===== src/rtl/mep_assembler.sv =====
module mep_assembler #(
  parameter int BUF_DEPTH = 256,
  parameter int LEN_DEPTH = 16,
  parameter int FRAG_MAX  = 16,
  parameter int MAX_PACK  = 8,
  parameter int HYST      = 32,
  parameter int CFG_W     = 4
) (
  input  logic             clk,
  input  logic             rst_n,
  input  logic [CFG_W-1:0] cfg_pack,
  input  logic             in_valid,
  output logic             in_ready,
  input  logic [7:0]       in_data,
  input  logic             in_last,
  input  logic             dest_valid,
  output logic             dest_ready,
  input  logic [7:0]       dest_id,
  output logic             out_valid,
  input  logic             out_ready,
  output logic [7:0]       out_data,
  output logic             out_last,
  output logic             throttle
);
  localparam int AW      = $clog2(BUF_DEPTH);
  localparam int LW      = $clog2(LEN_DEPTH);
  localparam int CW      = $clog2(BUF_DEPTH + 1);
  localparam int NW      = $clog2(MAX_PACK + 1);
  localparam int THR_ON  = FRAG_MAX * MAX_PACK;
  localparam int THR_OFF = THR_ON + HYST;

  typedef enum logic [1:0] {S_IDLE, S_HDR, S_LEN, S_PAY} st_t;

  logic [7:0]    mem  [BUF_DEPTH];
  logic [7:0]    lmem [LEN_DEPTH];
  logic [AW-1:0] wr, rd;
  logic [LW-1:0] lwr, lrd;
  logic [CW-1:0] dcnt;
  logic [LW:0]   lcnt;
  logic [7:0]    flen, rem, cur_dest;
  logic [NW-1:0] eff, cur_n, evleft;
  logic [15:0]   evnum, first;
  logic [1:0]    hidx;
  st_t           st;

  always_comb begin
    if (cfg_pack == '0)                      eff = NW'(1);
    else if (int'(cfg_pack) > MAX_PACK)      eff = NW'(MAX_PACK);
    else                                     eff = NW'(cfg_pack);
  end

  wire enough   = int'(lcnt) >= int'(eff);
  wire in_fire  = in_valid & in_ready;
  wire out_fire = out_valid & out_ready;
  wire pay_fire = out_fire & (st == S_PAY);
  wire frag_end = pay_fire & (rem == 8'd1);
  wire start    = dest_valid & dest_ready;

  assign in_ready   = (int'(dcnt) != BUF_DEPTH) && (int'(lcnt) != LEN_DEPTH);
  assign dest_ready = (st == S_IDLE) && enough;
  assign out_valid  = (st != S_IDLE);
  assign out_last   = (st == S_PAY) && (rem == 8'd1) && (evleft == NW'(1));

  always_comb begin
    out_data = 8'h00;
    case (st)
      S_HDR: case (hidx)
               2'd0:    out_data = cur_dest;
               2'd1:    out_data = 8'(cur_n);
               2'd2:    out_data = first[15:8];
               default: out_data = first[7:0];
             endcase
      S_LEN: out_data = lmem[lrd];
      S_PAY: out_data = mem[rd];
      default: out_data = 8'h00;
    endcase
  end

  always_ff @(posedge clk) begin
    if (in_fire) begin
      mem[wr] <= in_data;
      if (in_last) lmem[lwr] <= flen + 8'd1;
    end
  end

  always_ff @(posedge clk) begin
    if (!rst_n) begin
      wr   <= '0;
      lwr  <= '0;
      flen <= '0;
    end else if (in_fire) begin
      wr <= wr + AW'(1);
      if (in_last) begin
        lwr  <= lwr + LW'(1);
        flen <= '0;
      end else begin
        flen <= flen + 8'd1;
      end
    end
  end

  always_ff @(posedge clk) begin
    if (!rst_n) begin
      dcnt <= '0;
      lcnt <= '0;
    end else begin
      dcnt <= dcnt + CW'(in_fire) - CW'(pay_fire);
      lcnt <= lcnt + (LW+1)'(in_fire & in_last) - (LW+1)'(frag_end);
    end
  end

  always_ff @(posedge clk) begin
    if (!rst_n) begin
      st       <= S_IDLE;
      rd       <= '0;
      lrd      <= '0;
      rem      <= '0;
      hidx     <= '0;
      evleft   <= '0;
      cur_n    <= '0;
      cur_dest <= '0;
      first    <= '0;
      evnum    <= '0;
    end else begin
      case (st)
        S_IDLE: if (start) begin
          cur_dest <= dest_id;
          cur_n    <= eff;
          evleft   <= eff;
          first    <= evnum;
          evnum    <= evnum + 16'(eff);
          hidx     <= '0;
          st       <= S_HDR;
        end
        S_HDR: if (out_fire) begin
          hidx <= hidx + 2'd1;
          if (hidx == 2'd3) st <= S_LEN;
        end
        S_LEN: if (out_fire) begin
          rem <= lmem[lrd];
          st  <= S_PAY;
        end
        default: if (out_fire) begin
          rd  <= rd + AW'(1);
          rem <= rem - 8'd1;
          if (rem == 8'd1) begin
            lrd    <= lrd + LW'(1);
            evleft <= evleft - NW'(1);
            st     <= (evleft == NW'(1)) ? S_IDLE : S_LEN;
          end
        end
      endcase
    end
  end

  always_ff @(posedge clk) begin
    if (!rst_n)
      throttle <= 1'b0;
    else if (!throttle && int'(dcnt) > BUF_DEPTH - THR_ON)
      throttle <= 1'b1;
    else if (throttle && int'(dcnt) <= BUF_DEPTH - THR_OFF)
      throttle <= 1'b0;
  end
endmodule


===== config.mk =====
export PLATFORM = sky130hd
export DESIGN_NAME = mep_assembler
export DESIGN_NICKNAME = d
export VERILOG_FILES = /design/src/rtl/mep_assembler.sv
export SDC_FILE = /design/constraint.sdc
export NUM_CORES = 2
export LEC_CHECK = 0
export BUFFER_PORTS_ARGS = -buffer_cell sky130_fd_sc_hd__buf_2
export CORE_MARGIN = 2
export CORE_UTILIZATION = 50
export DETAILED_ROUTE_END_ITERATION = 8
export PLACE_DENSITY_LB_ADDON = 0.05
export SYNTH_ARGS = -nofsm -noshare
export SYNTH_HDL_FRONTEND = slang
export SYNTH_SLANG_ARGS = --single-unit

===== constraint.sdc =====
create_clock -name clk -period 5.6 [get_ports clk]
set_clock_uncertainty 0.05 [all_clocks]
set_input_delay 0.56 -clock clk [delete_from_list [all_inputs] [get_ports clk]]
set_output_delay 0.56 -clock clk [all_outputs]
set_load 0.005 [all_outputs]

==> results by stage <==
Outcome:
- The flow ran to the end, and the final reports show no timing, DRC or antenna violations.

Critical path:
- STA classifies the critical path endpoint as an output port.
- The kind of critical path is reg2out.
- The endpoint of the worst-slack reg-to-reg timing path is mem[104][2]$_DFFE_PP_.
- The category of the worst setup path launch point is a flip-flop.
- The family of cells with the greatest summed delay on the critical path is compound AO/OA/AOI/OAI gates.
- The total buffers and inverters traversed by the critical path is 3.
- The highest fanout seen on the critical path is 48.
- The signal on the critical path passes through buf_4, buf_12, mux4_2, a22o_1, nor4_1, a2111oi_0, a32oi_1, o2111ai_2, buf_2.
- The capture point of the critical path is out_data[0].
- The largest incremental delay on the critical path is 740 ps.
- In this run the critical register-to-register path is launched from dcnt[6]$_SDFF_PN0_.
- Across all register-to-register paths, the minimum setup slack is 1180 ps.
- The library cell contributing the largest single delay on the critical path is nor4_1.
- At the worst endpoint, the arrival time is 4830 ps.
- The worst reg2reg path depth is 8.
- The required arrival time at the worst endpoint is between 4000 and 5000 ps.
- The logic depth of the worst path, buffers included is 9.

STA:
- The slew at the pin with the worst max-slew slack is 1194 ps.
- The total negative setup slack is 0 ps.
- The routed design could run at a clock period as short as ~5400 ps.
- The tightest hold margin is 78.05 ps.
- Headroom to the max-slew limit came out at 0.2013.
- The final count of hold timing violations is 0.
- Setup repair after global routing left no endpoint under its margin.
- The maximum clock rate is 183.8 MHz.
- Dividing the final minimum period by the clock period gives 0.9716.
- The number of setup violations in the final report is 0.
- Setup slack on the critical path of the routed design comes to about 160 ps.
- The count of final max-slew check failures is 0.

Synthesis:
- The most used flip-flop cell after synthesis is edfxtp_1.
- The number of warnings printed during yosys synthesis is 0.
- Counting flops with a built-in enable in the synthesized netlist gives ~2.2k.
- Synthesis inferred about 2.3k register bits.
- The instance count of the mapped netlist is 4631.
- The post-synthesis cell type count is 71.
- The per-instance average area after synthesis is roughly 20 sq um.
- Of the synthesized area, sequential elements account for 0.7489.
- The net count after synthesis is roughly 4.7k.
- Summing every instance area after synthesis gives about 90000 sq um.
- For this run, asynchronously set or reset flops after synthesis account for 0.

Placement:
- The post-place setup slack is 987.9 ps.
- The count of input and output buffers is 38.
- The global placement routability congestion is 0.8787.
- The HPWL after detailed placement is 153.4 mm.

Drt:
- After detailed routing, the number of remaining DRC violations is 0.
- The number of DRC violations after detailed-routing iteration 0 is about 5.6k.
- In the final routed layout, each cell accounts on average for around 33 microns.
- The remaining antenna violation count after routing is 0.
- The first detailed-routing pass took 6 iterations.
- Across all layers, the routed design uses between 40k and 50k vias.
- The overall routed net length is between 200 and 250 mm.
- In the routed layout, each cell is associated on average with a via count of 6.241.

Global routing:
- The first-pass GRT wire length is about 350 mm.
- The initial antenna violation count is 7.
- The remaining global-route overflow is 0.
- The pin count of the biggest net entering global routing is about 190.
- The total routing resource utilization after global routing is 0.2670.
- The via count of the first global-routing pass is between 40k and 50k.

Cells and area:
- The number of nets in the layout is 4974.
- The area growth from synthesis to final layout is 12.97%.
- The core occupancy in the finished layout is 0.5670.
- The share of final-layout standard cells stronger than drive strength 1 is 0.2372.

Clock network:
- The longest clock path from root to sink contains 3 buffers.
- The clock latency at the later pin of the worst-skew pair is ~860 ps.
- The H-tree depth reported by CTS is 4.
- CTS saw about 2.3k sinks.
- TritonCTS created 232 clock buffers.
- The tree is rooted in a clkbuf_16.
- The clock tree from TritonCTS is built.
- The clock transition at the registers of the reported paths is approximately 60 ps.

Floorplan:
- Pin placement for this block handled 39 I/O pins.
- From left edge to right edge, the die measures about 430 microns.
- The number of rows created at floorplan is approximately 160.
- The floorplan step defined a die boundary enclosing between 150000 and 200000 sq um.
- After floorplanning, the core was sized to cover 180200 sq um.
- The die boundary height is 429.3 microns.
- The initial core utilization is 0.5019.

Power and ir drop:
- Dividing total power by cell area gives a power density of roughly 350 nW/um^2.
- Summed over all nets, the switching power comes to between 7 and 8 mW.
- The internal portion of total power is between 20 and 30 mW.
- The share of total power in combinational logic is 0.043.
- Power comes to approximately 36 mW.
- For this design the static power due to leakage is between 30 and 40 nW.
- The share of total power dissipated in the clock network is 0.431.
- The largest vdd supply drop is 0.3679 mV.
- Of the total power, registers draw 0.526.
- Of the total power, the share spent switching nets is 0.2142.

Worst hold path:
- The worst hold path belongs to the class in2reg.

Job:
- Across the run, the number of max-cap violations was 0.
## stage by stage
stage               instance area (sq um)  instances
finish                             102200       7460
global route                       102200       7459
CTS                                102100       7454
detailed placement                  94390       7012
global placement                    94390       7012
floorplan                           90430       4631
## cell usage in the layout, fill, tap and decap left out, drive strengths merged, types with 12 or more instances in the layout
cell type,instances
nor2,367
xnor2,26
nand3b,12
a2111oi,12
mux2i,136
nand2,191
a21oi,123
ha,55
o221ai,21
bufinv,28
a22oi,66
xor2,19
inv,63
o21ai,43
nor3,23
nand4,14
a211oi,24
and2,13
or3,12
dfxtp,119
o22ai,61
mux4,525
mux2,17
edfxtp,2176
clkbuf,292
nand2b,17
nand3,57
nor2b,22
clkinv,105
nor4,16
buf,279
## cells in the mapped netlist, types with 13 or more instances
master / count / area share
mux2_2: 17 / 0.0021
o21ai_0: 43 / 0.0024
buf_2: 52 / 0.0029
nor2b_1: 22 / 0.0015
nand4_1: 14 / 0.00097
mux2i_1: 136 / 0.015
nand2_1: 191 / 0.0079
nor3_1: 23 / 0.0013
clkbuf_1: 125 / 0.0052
and2_1: 13 / 0.00090
nor2_1: 367 / 0.015
ha_1: 55 / 0.0076
nand2b_1: 17 / 0.0012
o22ai_1: 61 / 0.0042
buf_6: 29 / 0.0036
nor4_1: 16 / 0.0011
inv_1: 49 / 0.0020
nand3_1: 57 / 0.0032
o221ai_1: 21 / 0.0020
mux4_2: 525 / 0.13
buf_4: 55 / 0.0046
xor2_1: 19 / 0.0018
a21oi_1: 123 / 0.0068
edfxtp_1: 2176 / 0.72
dfxtp_1: 119 / 0.026
a22oi_1: 66 / 0.0055
a211oi_1: 24 / 0.0020
xnor2_1: 26 / 0.0025
## kinds of logic after synthesis
| family | after synthesis | share of synthesized area |
|---|---|---|
| compound gates | 448 | 0.03311 |
| xor+xnor | 45 | 0.004359 |
| fa+ha+maj | 58 | 0.008274 |
| buf+inv | 323 | 0.01900 |
| flops | 2295 | 0.7489 |
| mux | 678 | 0.1479 |
| simple gates | 784 | 0.03838 |
## worst min path at each step
stage	from	to	slack, ps	depth (start not counted)
after global routing	in_last	flen[6]$_SDFFE_PN0P_	50	3
after detailed placement	first[6]$_SDFFE_PN0P_	first[6]$_SDFFE_PN0P_	400	2
final	in_last	flen[6]$_SDFFE_PN0P_	80	3
after CTS	in_last	flen[6]$_SDFFE_PN0P_	10	3
after floorplan	cur_dest[3]$_SDFFE_PN0P_	cur_dest[3]$_SDFFE_PN0P_	390	2
after global placement	first[3]$_SDFFE_PN0P_	first[3]$_SDFFE_PN0P_	390	2
## final cells by class
cell class,count,area (sq um)
sequential,2295,67740
tap,2370,2965
antenna,1,2.502
multi-input combinational,2013,21080
fill,13524,78000
clock inverter,149,1540
clock buffer,284,6076
timing repair buffer,296,2545
inverter,52,198.9
## power groups by stage
stage	logic, mW	registers (mW)	clock network (mW)
final	1.54	19.0	15.6
after floorplan	0.847	19.3	0
after global placement	1.52	19.4	0
after CTS	1.54	19.0	15.8
after global routing	1.70	19.0	16.5
after detailed placement	1.53	19.4	0
## flip-flops by register name (all words and copies together), names as in the netlist, 5 cells and up, named ones only
| name | flops |
|---|---|
| cur_dest | 8 |
| dcnt | 9 |
| mem | 2048 |
| rd | 8 |
| lmem | 128 |
| rem | 8 |
| lcnt | 5 |
| first | 16 |
| wr | 8 |
| evnum | 16 |
| flen | 8 |
## tightest hold or removal path: cells and delay by family
kind | cells | cell delay (ps)
buf+inv | 1 | 180
simple gates | 1 | 130
compound gates | 1 | 60
## repair_timing
action,4_1_cts,5_1_grt
setup endpoints to repair,0,1
hold buffers,9,0
buffers inserted,0,5
endpoints found under the hold margin,9,0
resized for setup,0,1
## per-layer routing
| metal | vias to the layer above | track usage | wire (microns) |
|---|---|---|---|
| li1 | 19423 | - | - |
| met1 | 24931 | 0.3937 | 105600 |
| met2 | 1881 | 0.4144 | 115600 |
| met3 | 321 | 0.04699 | 17960 |
| met4 | 0 | 0.07276 | 6560 |
| met5 | - | 0 | 0 |
No activity file was read; power rests on OpenSTA's default activity.
